**src/rtl/ct_pkg.sv**
```systemverilog
package ct_pkg;
  typedef enum logic [1:0] {
    SL_FREE = 2'd0,
    SL_RUN  = 2'd1,
    SL_WAIT = 2'd2
  } slot_st_e;
endpackage

```
**src/rtl/ct_slot.sv**
```systemverilog
module ct_slot
  import ct_pkg::*;
#(
  parameter int CW   = 6,
  parameter int NACK = 8
) (
  input  logic            clk,
  input  logic            rst_n,
  input  logic            alloc_i,
  input  logic [CW-1:0]   exp_wr_i,
  input  logic [CW-1:0]   exp_st_i,
  input  logic            wr_i,
  input  logic            st_i,
  input  logic            br_i,
  input  logic            flush_i,
  input  logic            send_i,
  input  logic [NACK-1:0] ack_i,
  output slot_st_e        state_o,
  output logic            done_o,
  output logic            freed_o
);
  slot_st_e        state_q;
  logic [CW-1:0]   ewr_q, est_q, wr_q, st_q;
  logic            br_q;
  logic [NACK-1:0] ack_q;
  logic [NACK-1:0] ack_all;

  assign ack_all = ack_q | ack_i;
  assign state_o = state_q;
  assign done_o  = (state_q == SL_RUN) && br_q && (wr_q == ewr_q) && (st_q == est_q);
  assign freed_o = (state_q == SL_WAIT) && !flush_i && (&ack_all);

  always_ff @(posedge clk or negedge rst_n) begin
    if (!rst_n) begin
      state_q <= SL_FREE;
      ewr_q   <= '0;
      est_q   <= '0;
      wr_q    <= '0;
      st_q    <= '0;
      br_q    <= 1'b0;
      ack_q   <= '0;
    end else if (flush_i) begin
      state_q <= SL_FREE;
      ack_q   <= '0;
      br_q    <= 1'b0;
    end else begin
      case (state_q)
        SL_FREE: if (alloc_i) begin
          state_q <= SL_RUN;
          ewr_q   <= exp_wr_i;
          est_q   <= exp_st_i;
          wr_q    <= '0;
          st_q    <= '0;
          br_q    <= 1'b0;
        end
        SL_RUN: begin
          if (wr_i) wr_q <= wr_q + CW'(1);
          if (st_i) st_q <= st_q + CW'(1);
          if (br_i) br_q <= 1'b1;
          if (send_i) begin
            state_q <= SL_WAIT;
            ack_q   <= '0;
          end
        end
        SL_WAIT: begin
          ack_q <= ack_all;
          if (&ack_all) state_q <= SL_FREE;
        end
        default: state_q <= SL_FREE;
      endcase
    end
  end


  flush_frees_chk: assert property (@(posedge clk) disable iff (!rst_n)
    flush_i |=> state_q == SL_FREE);


  wr_bound_chk: assert property (@(posedge clk) disable iff (!rst_n)
    (state_q == SL_RUN && wr_i && !flush_i) |-> wr_q < ewr_q);


  st_bound_chk: assert property (@(posedge clk) disable iff (!rst_n)
    (state_q == SL_RUN && st_i && !flush_i) |-> st_q < est_q);


  one_branch_chk: assert property (@(posedge clk) disable iff (!rst_n)
    (state_q == SL_RUN && br_i && !flush_i) |-> !br_q);
endmodule

```
**src/rtl/ct_oldest.sv**
```systemverilog
module ct_oldest #(
  parameter int N  = 8,
  parameter int SW = 3
) (
  input  logic [N-1:0]  busy_i,
  input  logic [SW-1:0] start_i,
  output logic          found_o,
  output logic [SW-1:0] idx_o
);
  always_comb begin
    int k;
    found_o = 1'b0;
    idx_o   = start_i;
    for (int i = N - 1; i >= 0; i--) begin
      k = int'(start_i) + i;
      if (k >= N) k = k - N;
      if (busy_i[k]) begin
        found_o = 1'b1;
        idx_o   = SW'(k);
      end
    end
  end
endmodule

```
**src/rtl/ct_commit_tracker.sv**
```systemverilog
module ct_commit_tracker
  import ct_pkg::*;
#(
  parameter int NSLOT   = 8,
  parameter int NREG_T  = 4,
  parameter int NDATA_T = 4,
  parameter int MAX_OUT = 32
) (
  input  logic                              clk,
  input  logic                              rst_n,
  input  logic                              alloc_valid,
  output logic                              alloc_ready,
  output logic [$clog2(NSLOT)-1:0]          alloc_slot,
  input  logic [$clog2(MAX_OUT+1)-1:0]      alloc_wr_cnt,
  input  logic [$clog2(MAX_OUT+1)-1:0]      alloc_st_cnt,
  input  logic                              wr_rep_v,
  input  logic [$clog2(NSLOT)-1:0]          wr_rep_slot,
  input  logic                              st_rep_v,
  input  logic [$clog2(NSLOT)-1:0]          st_rep_slot,
  input  logic                              br_rep_v,
  input  logic [$clog2(NSLOT)-1:0]          br_rep_slot,
  output logic                              commit_valid,
  input  logic                              commit_ready,
  output logic [$clog2(NSLOT)-1:0]          commit_slot,
  input  logic [NREG_T+NDATA_T-1:0]         commit_ack,
  output logic                              dealloc_valid,
  output logic [$clog2(NSLOT)-1:0]          dealloc_slot,
  input  logic [NSLOT-1:0]                  flush_mask
);
  localparam int SW   = $clog2(NSLOT);
  localparam int CW   = $clog2(MAX_OUT + 1);
  localparam int NACK = NREG_T + NDATA_T;

  logic [SW-1:0]  tail_q;
  slot_st_e       st_w [NSLOT];
  logic [NSLOT-1:0] busy, waiting, done, freed;
  logic           old_found;
  logic [SW-1:0]  old_idx;
  logic           alloc_fire, commit_fire;
  logic           dv_q;
  logic [SW-1:0]  ds_q;
  logic [SW-1:0]  freed_idx;

  assign alloc_ready  = (st_w[tail_q] == SL_FREE);
  assign alloc_slot   = tail_q;
  assign alloc_fire   = alloc_valid && alloc_ready;
  assign commit_valid = old_found && (st_w[old_idx] == SL_RUN) && done[old_idx];
  assign commit_slot  = old_idx;
  assign commit_fire  = commit_valid && commit_ready;
  assign dealloc_valid = dv_q;
  assign dealloc_slot  = ds_q;

  for (genvar g = 0; g < NSLOT; g++) begin : g_slot
    ct_slot #(.CW(CW), .NACK(NACK)) u_slot (
      .clk      (clk),
      .rst_n    (rst_n),
      .alloc_i  (alloc_fire && (tail_q == SW'(g))),
      .exp_wr_i (alloc_wr_cnt),
      .exp_st_i (alloc_st_cnt),
      .wr_i     (wr_rep_v && (wr_rep_slot == SW'(g))),
      .st_i     (st_rep_v && (st_rep_slot == SW'(g))),
      .br_i     (br_rep_v && (br_rep_slot == SW'(g))),
      .flush_i  (flush_mask[g]),
      .send_i   (commit_fire && (old_idx == SW'(g))),
      .ack_i    (commit_ack),
      .state_o  (st_w[g]),
      .done_o   (done[g]),
      .freed_o  (freed[g])
    );
    assign busy[g]    = (st_w[g] != SL_FREE);
    assign waiting[g] = (st_w[g] == SL_WAIT);
  end

  ct_oldest #(.N(NSLOT), .SW(SW)) u_oldest (
    .busy_i  (busy),
    .start_i (tail_q),
    .found_o (old_found),
    .idx_o   (old_idx)
  );

  always_comb begin
    freed_idx = '0;
    for (int i = 0; i < NSLOT; i++)
      if (freed[i]) freed_idx = SW'(i);
  end

  always_ff @(posedge clk or negedge rst_n) begin
    if (!rst_n) begin
      tail_q <= '0;
      dv_q   <= 1'b0;
      ds_q   <= '0;
    end else begin
      if (alloc_fire)
        tail_q <= (tail_q == SW'(NSLOT - 1)) ? '0 : tail_q + SW'(1);
      dv_q <= |freed;
      if (|freed) ds_q <= freed_idx;
    end
  end


  single_wait_chk: assert property (@(posedge clk) disable iff (!rst_n)
    $onehot0(waiting));


  commit_hold_chk: assert property (@(posedge clk) disable iff (!rst_n)
    (commit_valid && !commit_ready && !(|flush_mask)) |=> (commit_valid && $stable(commit_slot)));


  alloc_hold_chk: assert property (@(posedge clk) disable iff (!rst_n)
    (alloc_valid && !alloc_ready) |=> $stable(alloc_slot));
endmodule

```
**config.mk**
```make
export PLATFORM = sky130hd
export DESIGN_NAME = ct_commit_tracker
export DESIGN_NICKNAME = d
export VERILOG_FILES = /design/src/rtl/ct_pkg.sv /design/src/rtl/ct_slot.sv /design/src/rtl/ct_oldest.sv /design/src/rtl/ct_commit_tracker.sv
export SDC_FILE = /design/constraint.sdc
export NUM_CORES = 1
export LEC_CHECK = 0
export BUFFER_PORTS_ARGS = -buffer_cell sky130_fd_sc_hd__buf_2
export CAP_MARGIN = 20
export CORE_UTILIZATION = 65
export CTS_BUF_LIST = sky130_fd_sc_hd__clkbuf_2
export DETAILED_ROUTE_END_ITERATION = 8
export GPL_ROUTABILITY_DRIVEN = 0
export PLACE_DENSITY = 0.87
export SLEW_MARGIN = 20
export SYNTH_ARGS = -nofsm -noshare
export SYNTH_HDL_FRONTEND = slang
export SYNTH_HIERARCHICAL = 1
export SYNTH_SLANG_ARGS = --single-unit
```
**constraint.sdc**
```tcl
create_clock -name clk -period 5.85 [get_ports clk]
set_input_delay 0.8775 -clock clk [delete_from_list [all_inputs] [get_ports clk]]
set_output_delay 0.8775 -clock clk [all_outputs]
set_load 0.005 [all_outputs]
```
==> results.md, run 1 <==
Yosys:
- The commonest cells after synthesis are 287 x sky130_fd_sc_hd__dfrtp_1, 175 x sky130_fd_sc_hd__nor2_1, 119 x sky130_fd_sc_hd__nand2_1, 117 x sky130_fd_sc_hd__a21oi_1, 108 x sky130_fd_sc_hd__xnor2_1.
- The synthesized netlist devotes 18.0% of its cell area to simple gates.
- In the synthesized netlist, the number of instances is around 1600.
- The synthesized design spends more area on one cell type than any other, namely sky130_fd_sc_hd__dfrtp_1.
- The largest family of logic cells by synthesized area is simple AND/OR/NAND/NOR gates.
- The synthesized netlist devotes around a tenth of its cell area to compound gates.
- The predominant post-synthesis flop cell is sky130_fd_sc_hd__dfrtp_1.
- Summed over its instances, the top area cell type makes up 44.7% of the synthesized netlist area.
- The synthesized design contains 0 enable-type register cells.
- The post-synthesis instance area is roughly 0.016 sq mm.
- Yosys printed 6 warnings.
- Of all flip-flops after synthesis, the portion carrying an async set or reset was between 90% and 100%.
- Summing the sequential cell areas from Yosys gives roughly 45% of the chip area.
- After synthesis, the cell types taking the most area are sky130_fd_sc_hd__dfrtp_1 45%, sky130_fd_sc_hd__mux2_2 6.7%, sky130_fd_sc_hd__xnor2_1 5.9%, sky130_fd_sc_hd__ha_1 4.4%, sky130_fd_sc_hd__nor2_1 4.1%.
- The synthesized design contains 287 register bits.
- Yosys mapped the design onto 66 distinct sky130hd cell types.
- The adder and majority cell fraction of the synthesized area is under 10%.
- The total nets after synthesis is between 1500 and 2000.
- The average instance in the mapped netlist occupies roughly 10 sq um.
- The most common cell in the synthesized netlist is sky130_fd_sc_hd__dfrtp_1.
- The synthesized netlist devotes 7.63% of its cell area to XOR and XNOR gates.
- Measured against the total synthesized area, the mux share comes to 11.1%.

Final layout:
- The design area is about 0.017 sq mm.
- Of the cells placed in the final design, the portion with a size suffix greater than 1 is 18.4%.
- The area added between synthesis and finish is 5.88%.
- At the end of the flow the core is filled with cells to 70.0%.
- The net count reported at finish is 1778.

Placed design:
- The area after detailed placement is 0.0164 sq mm.
- During placement, the flow inserted port buffers numbering between 50 and 60.
- The post-placement worst setup slack is around 0.86 ns.
- The wire-length estimate of the detail-placed layout is between 20 and 30 mm.

Global route:
- The maximum number of pins on one net before global-route repair is between 100 and 150.
- The number of global-route vias before repair is between 10000 and 15000.
- The initial antenna violation count was 5.
- The first global-routing pass estimated ~62 mm of wire.
- After global routing the overflow that remains totals 0.
- Global routing consumed, over all layers together, 31.1% of the routing resources.

Hold path:
- In this run the worst hold path is classified as in -> async.

Setup path:
- In this run the worst path has a maximum fanout of 23.
- The kind of end point of the critical path is an output port.
- The signal on the critical path passes through buf_4 > inv_2 > ha_2 > mux4_2 > mux2_4 > or4_1 > o31a_2 > nor4bb_2 > nor3_1 > a311oi_1 > o21a_1 > buf_2.
- The critical path in this run is classified as reg -> out.
- Data on the critical path arrives at its endpoint at 4.69 ns.
- The required time at the endpoint of the critical path is a little under 5 ns.
- STA classifies the critical path startpoint as a flop.
- The cell class contributing the biggest share of worst-path delay is simple AND/OR/NAND/NOR gates.
- The critical-path cell with the highest stage delay is sky130_fd_sc_hd__or4_1.
- The sum of buffers and inverters on the critical path is 3.
- The largest stage delay on the critical path is between 0.5 and 0.6 ns.

Clocking:
- The clock tree from TritonCTS is done.
- The number of sinks on the clock net is around 290.
- The clock latency at the later pin of the worst-skew pair is 0.85 ns.
- The total number of H-tree levels is 3.
- In this run the clock root is driven by a sky130_fd_sc_hd__clkbuf_2.
- Clock tree synthesis inserted a total of 76 buffers.
- Clock-pin slew was measured on the worst setup and hold paths at ~0.10 ns.
- The longest clock path from root to sink contains 3 buffers.

Routing:
- The total iterations of the first detailed-routing run is 6.
- After detailed routing, the average wire length per cell comes to between 15 and 20 um.
- The residual DRC count is 0.
- The routed design has ~38 mm of wire.
- Using the TritonRoute via totals, the vias-per-cell ratio works out to about 6.1.
- Summing over every cut layer, the via total after detailed routing is 12500.
- The count of nets left with antenna violations after detail routing is 0.
- The violation count after the first detailed-route iteration is 1068.

STA:
- The share of the clock period used by the worst path is a little over nine tenths.
- Derived from the worst setup path, the maximum achievable clock frequency is 180 MHz.
- For the finished layout, the period the worst path requires is about 5.6 ns.
- The worst clock skew is 0.0999 ns.
- The max-slew headroom at the worst pin is 42.0%.
- The final count of pins violating max slew is 0.
- The final count of hold timing violations is 0.
- Setup repair after global routing left no endpoint under its margin.
- The total negative slack is 0 ns.
- The worst-margin pin slew is between 0.8 and 0.9 ns.
- Setup slack closes at 0.280 ns.
- The final-report setup violation count is 0.

Floorplan:
- The horizontal die dimension is 159 um.
- During I/O placement, the number of pins put on the boundary was between 50 and 60.
- The die is roughly 160 um tall.
- The die area is about 0.025 sq mm.
- The initial utilization of the core area, before any placement, comes to about two thirds.
- The row count is 57.
- The placeable core area is approximately 0.024 sq mm.

Job:
- The number of max-cap violations is 0.

Run status:
- The flow ran to the end, and the final reports show no timing, DRC or antenna violations.

Power and ir drop:
- The power per cell area is around 440 mW/mm^2.
- Summed over all cells, the static leakage comes to between 0.007 and 0.008 uW.
- The highest ir drop seen on vdd is ~0.00033 V.
## flip-flops by register name, indices dropped and copies added (netlist names)
| register | cells |
|---|---|
| g_slot.u_slot/est_q | 48 |
| g_slot.u_slot/ack_q | 64 |
| alloc_slot | 3 |
| g_slot.u_slot/br_q | 8 |
| dealloc_slot | 3 |
| g_slot.u_slot/ewr_q | 48 |
| g_slot.u_slot/wr_q | 48 |
| dealloc_valid | 1 |
| g_slot.u_slot/state_o | 16 |
| g_slot.u_slot/st_q | 48 |
## per-layer routing
metal  global-route usage, %  up-vias  wire length (um)  part of all wire (%)
li1                        -     5772                 -                     -
met1                    40.3     6081             15700                    41
met2                    50.1      494             18200                    47
met3                    6.69      102              3010                   7.8
met4                    15.2        2              1440                   3.8
met5                       0        -                 8                 0.021
## through the flow
| step | instances | hold WS, ns | power, uW |
|---|---|---|---|
| after global routing | 2040 | 0.122 | 8010 |
| after detailed placement | 1924 | 0.468 | 6170 |
| after global placement | 1924 | 0.459 | 6030 |
| after CTS | 2039 | 0.0675 | 7480 |
| final | 2043 | 0.0544 | 7490 |
| after floorplan | 1603 | 0.463 | 5390 |
## worst register-to-register path, delay by kind of cell (launching register included)
| kind | cells | cell delay [ns] |
|---|---|---|
| buf+inv | 2 | 0.39 |
| simple gates | 6 | 1.95 |
| compound gates | 2 | 0.74 |
| flops | 1 | 0.33 |
| mux | 3 | 1.09 |
| fa+ha+maj | 1 | 0.41 |
## worst paths after layout
| check | start | end | slack (ns) | cells after the start |
|---|---|---|---|---|
| setup / recovery | alloc_slot[0]$_DFFE_PN0P_ | commit_valid | 0.28 | 12 |
| max in group asynchronous | rst_n | g_slot[2].u_slot/ewr_q[3]$_DFFE_PN0P_ | 4.56 | 2 |
| setup reg to reg | alloc_slot[0]$_DFFE_PN0P_ | g_slot[4].u_slot/ack_q[6]$_DFFE_PN0P_ | 0.80 | 14 |
| hold / removal | rst_n | alloc_slot[2]$_DFFE_PN0P_ | 0.05 | 1 |
| min in group clk | flush_mask[3] | g_slot[3].u_slot/br_q$_DFFE_PN0P_ | 0.31 | 2 |
| hold reg to reg | dealloc_slot[2]$_DFFE_PN0P_ | dealloc_slot[2]$_DFFE_PN0P_ | 0.49 | 2 |
## cell usage in the layout, fill, tap and decap left out, types with 29 or more instances in the layout
cell,Yosys,layout
sky130_fd_sc_hd__a21oi_1,117,117
sky130_fd_sc_hd__o22ai_1,32,32
sky130_fd_sc_hd__nand4_1,40,40
sky130_fd_sc_hd__clkbuf_2,0,103
sky130_fd_sc_hd__buf_2,20,54
sky130_fd_sc_hd__inv_1,62,62
sky130_fd_sc_hd__dfrtp_1,287,287
sky130_fd_sc_hd__nand2_1,119,119
sky130_fd_sc_hd__nor3_1,29,29
sky130_fd_sc_hd__ha_1,56,55
sky130_fd_sc_hd__nor2_1,175,175
sky130_fd_sc_hd__mux2i_1,35,35
sky130_fd_sc_hd__nand3_1,50,50
sky130_fd_sc_hd__nand2b_1,45,45
sky130_fd_sc_hd__xnor2_1,108,108
sky130_fd_sc_hd__mux2_2,96,96
sky130_fd_sc_hd__o21ai_0,50,50
sky130_fd_sc_hd__xor2_1,32,32
## report_power, final
part / leakage, uW / internal [uW] / switching, uW / total [uW]
clock: 0.000468 / 507 / 780 / 1290
combinational: 0.00346 / 1490 / 1750 / 3240
sequential: 0.00377 / 2510 / 455 / 2960
## layout make-up
cell class | count | area [sq um]
Clock inverter | 12 | 76.3
Timing Repair Buffer | 61 | 347
Antenna cell | 4 | 10.0
Fill cell | 1744 | 7300
Multi-Input combinational cell | 1188 | 8240
Clock buffer | 103 | 515
Sequential cell | 287 | 7180
Tap cell | 324 | 405
Inverter | 64 | 240
## cells by family (layout without fill, tap and decap cells)
kind of cell / Yosys count / count (layout)
and+or+nand+nor: 573 / 573
DFF: 287 / 287
AOI/OAI and AO/OA: 269 / 269
muxes: 150 / 150
xor gates and xnor gates: 140 / 140
buffers and inverters: 128 / 240
adders and majority gates: 56 / 56
other: 0 / 4
## what timing repair did
item,4_1_cts,5_1_grt
setup endpoints to repair,0,1
setup buffers,0,0
resized for setup,0,4
hold buffers,0,0
Power figures use the tool's default switching activity.
==> run 2, diff against run 1 <==
--- a/config.mk
+++ b/config.mk
@@ -10,8 +10,8 @@
 export CORE_UTILIZATION = 65
 export CTS_BUF_LIST = sky130_fd_sc_hd__clkbuf_2
 export DETAILED_ROUTE_END_ITERATION = 8
-export GPL_ROUTABILITY_DRIVEN = 0
 export PLACE_DENSITY = 0.87
+export SETUP_SLACK_MARGIN = 0.3
 export SLEW_MARGIN = 20
 export SYNTH_ARGS = -nofsm -noshare
 export SYNTH_HDL_FRONTEND = slang
==> run 2 against run 1 <==
Net effect:
- sequential power hardly changed
- via count is 0.72% higher
- flip-flop and latch count stayed put
- clock power is 5% higher
- largest power group unchanged
- count of clock-buffer cells in the layout is 11 higher
- clock skew is 0.041 ns lower
- worst hold slack better by 0.032 ns
- cell count is 0.83% higher
- highest routed layer unchanged
- sequential share of layout area is 0.37 points lower
==> results.md, run 2 (synthesis gave the netlist of run 1 again) <==
Setup path:
- The largest individual stage delay along the critical path comes from the cell sky130_fd_sc_hd__mux4_2.
- The cell repeated most along the worst path is sky130_fd_sc_hd__o21a_1.
- The end of the worst register-to-register path is g_slot[4].u_slot/ack_q[1]$_DFFE_PN0P_.
- The largest stage delay on the critical path is 0.52 ns (about the same).
- The setup slack of the most critical reg-to-reg path is 1.15 ns (+0.35 ns).
- The category of the worst setup path launch point is a flop.
- The arrival time of data at the critical path endpoint is 4.42 ns (-0.27 ns).
- The kind of end point of the critical path is an output port.
- The reg-to-reg critical path startpoint is g_slot[3].u_slot/state_o[0]$_DFFE_PN0P_.
- The critical-path maximum fanout came to 10 (-57%).
- The required time at the endpoint of the critical path was 4.97 ns (about the same).
- The category of the critical setup timing path is reg -> out.
- The worst reg-to-reg path cell count came to 15 (+1).
- Walking the worst path, the cells encountered are or2_4 > mux4_2 > nand2b_1 > o21a_1 > o21a_1 > or4_1 > o31a_4 > mux4_2 > nor3b_1 > o21a_1 > buf_2.
- The timing startpoint of the critical path is g_slot[3].u_slot/state_o[0]$_DFFE_PN0P_.

Power and ir drop:
- The internal cell power is 4660 uW (+3.4%).
- The combinational share of power is 44.2% (+0.9 points).
- The sequential cell fraction of total power was 38.2% (-1.4 points).
- The highest ir drop seen on vdd is 0.000337 V (+3.4%).
- The cell leakage power was 0.00779 uW (+1.2%).
- The power per cell area is 453 mW/mm^2 (+2.9%).
- The post-layout total power came to 7780 uW (+3.8%).
- The net switching power of the design is 3110 uW (+4.4%).
- The share of total power consumed by net switching came to 40.0% (+0.22 points).
- The clock share of power is 17.6% (+0.4 points).

STA:
- The final-report setup violation count came to 0 (unchanged).
- The max-slew headroom at the worst pin was 38.9% (-3.1 points).
- The total negative slack is 0 ns (unchanged).
- The final count of hold timing violations is 0 (unchanged).
- The final count of pins violating max slew was 0 (unchanged).
- The worst-margin pin slew is 0.917 ns (+0.0469 ns).
- The worst clock skew is 0.0588 ns (-0.0411 ns).
- The share of the clock period used by the worst path came to 90.6% (-4.6 points).
- The highest clock rate is 189 MHz (+5.1%).
- The minimum clock period was 5.30 ns (-0.271 ns).
- Setup repair after global routing left no endpoint under its margin.

Clocking:
- The number of hold-repair buffers added at the cts stage is 0 (unchanged).
- The maximum buffer depth of the clock tree is 3 (unchanged).
- The clock buffer count from CTS is 77 (+1.3%).
- The clock latency at the later pin of the worst-skew pair is 0.88 ns (+0.03 ns).
- The clock slew seen by the registers of the worst setup and hold paths came to 0.10 ns (about the same).
- The total number of H-tree levels is 3 (unchanged).
- The root buffer cell chosen for the clock tree is sky130_fd_sc_hd__clkbuf_2.
- The clock tree from TritonCTS is done.
- The number of sinks on the clock net is 287 (unchanged).

Run status:
- The run finished with clean final reports.

Routing:
- The count of nets left with antenna violations after detail routing came to 0 (unchanged).
- The violation count after the first detailed-route iteration is 1050 (-1.7%).
- The average vias per placed instance is 6.09 (-0.11%).
- The residual DRC count is 0 (unchanged).
- The detail-routed net length per standard cell was 19.2 um (+2.2%).
- The total iterations of the first detailed-routing run is 5 (-1).
- The wire length after detailed routing is 39.6 mm (+3.1%).
- The total via count in the routed design is 12500 (+0.72%).

Hold path:
- The path class of the lowest-slack min-delay path is in -> async.

Floorplan:
- The die area is 0.0254 sq mm (unchanged).
- The row count is 57 (unchanged).
- The placeable core area came to 0.0243 sq mm (unchanged).
- The initial core utilization is 66.1% (unchanged).
- The number of placed I/O pins came to 56 (unchanged).
- The die extent in y is 159 um (unchanged).
- The horizontal die dimension is 159 um (unchanged).

Global route:
- The global-route wire length before repair is 63.5 mm (+2.1%).
- The global-route met3 utilization came to 8.91% (+2.2 points).
- The total global-route track usage is 31.8% (+0.69 points).
- The maximum number of pins on one net before global-route repair is 145 (+17%).
- The highest-utilization routing layer at the global route stage is met2.
- The number of global-route vias before repair is 12600 (+2.2%).
- The initial antenna violation count was 3 (-2).
- The met1 capacity usage during global routing was 39.9% (-0.32 points).
- The total global routing overflow came to 0 (unchanged).
- The met2 usage came to 50.3% (+0.20 points).

Final layout:
- The layout cell share with drive strength beyond 1 is 19.6% (+1.2 points).
- The total of fill cells in the finished design is 1779 (+2.0%).
- Leaving out fill and tap cells, the most frequent cells in the layout are 286 x sky130_fd_sc_hd__dfrtp_1, 172 x sky130_fd_sc_hd__nor2_1, 119 x sky130_fd_sc_hd__nand2_1.
- The net count reported at finish is 1787 (+0.51%).
- The most common cell after layout, fill and taps aside is sky130_fd_sc_hd__dfrtp_1.
- The number of flip-flops under the largest register name is 64 (unchanged).
- The area added between synthesis and finish is 6.83%.
- The largest register by flop count is g_slot.u_slot/ack_q.

Placed design:
- The count of input and output buffers is 55 (unchanged).
- The placed wire-length estimate was 27.8 mm (+2.2%).
- At the end of routability-driven placement, the weighted congestion stood at 0.915.

Job:
- The number of max-cap violations is 0 (unchanged).
==> run 2: cell types whose count changed in the layout (fill, tap and decap cells not counted), moves of 2 or more <==
| cell | delta |
|---|---|
| sky130_fd_sc_hd__clkbuf_2 | +11 |
| sky130_fd_sc_hd__buf_4 | +8 |
| sky130_fd_sc_hd__nor2_1 | -3 |
| sky130_fd_sc_hd__nor2_2 | +3 |
| sky130_fd_sc_hd__or2_1 | -3 |
| sky130_fd_sc_hd__or2_4 | +3 |
| sky130_fd_sc_hd__diode_2 | -2 |
==> run 2: worst max-delay path by stage <==
stage / slack, ns / end / cells after the start
after global placement: 1.05 / g_slot[4].u_slot/ack_q[0]$_DFFE_PN0P_ / 14
after detailed placement: 0.92 / g_slot[4].u_slot/ack_q[1]$_DFFE_PN0P_ / 14
after global routing: 0.32 / commit_valid / 11
after floorplan: 1.03 / g_slot[4].u_slot/ack_q[0]$_DFFE_PN0P_ / 18
final: 0.55 / commit_valid / 11
after CTS: 0.31 / commit_valid / 11
==> run 2: per-stage QoR <==
| step | util (%) | setup WS (ns) | hold slack, ns | instance area [sq um] | std cells |
|---|---|---|---|---|---|
| floorplan | - | 1.03 | 0.463 | 16100 | 1603 |
| global placement | 67.4 | 1.05 | 0.456 | 16400 | 1924 |
| detailed placement | 67.4 | 0.915 | 0.475 | 16400 | 1924 |
| CTS | 70.1 | 0.308 | 0.0633 | 17100 | 2050 |
| global route | 70.6 | 0.324 | 0.105 | 17200 | 2059 |
| finish | 70.6 | 0.551 | 0.0866 | 17200 | 2060 |
==> run 2: cell type report <==
cell class | instances | area, sq um | area share (%)
Clock buffer | 114 | 571 | 3.32
Multi-Input combinational cell | 1188 | 8280 | 48.2
Timing Repair Buffer | 69 | 415 | 2.42
Inverter | 64 | 240 | 1.40
Tap cell | 324 | 405 | 2.36
Antenna cell | 2 | 5.00 | 0.0291
Clock inverter | 12 | 76.3 | 0.444
Sequential cell | 287 | 7180 | 41.8
==> run 2: critical path, delay by kind of cell (launching register included) <==
kind,cells,cell delay (ns)
DFF,1,0.46
buffers and inverters,1,0.14
and+or+nand+nor,4,1.05
muxes,2,0.96
AOI/OAI and AO/OA,4,0.92
==> run 2: per-layer routing <==
metal  vias to the layer above  routed length, um
met2                       470              18600
met3                       117               3060
li1                       5802                  -
met5                         -                 10
met4                         2               1680
met1                      6150              16200
==> run 2: repair_timing <==
| action | 4_1_cts | 5_1_grt |
|---|---|---|
| gates resized for setup | 2 | 13 |
| pin swaps | 0 | 3 |
| setup endpoints to repair | 1 | 1 |
| setup buffers | 0 | 8 |
| gates cloned | 0 | 0 |
==> run 2: power by group through the flow <==
stage	combinational, uW	sequential (uW)	clock (uW)
finish	3440	2970	1360
global placement	3120	2960	0
detailed placement	3210	3000	0
CTS	3240	2960	1400
global route	3750	3040	1490
floorplan	2510	2870	0
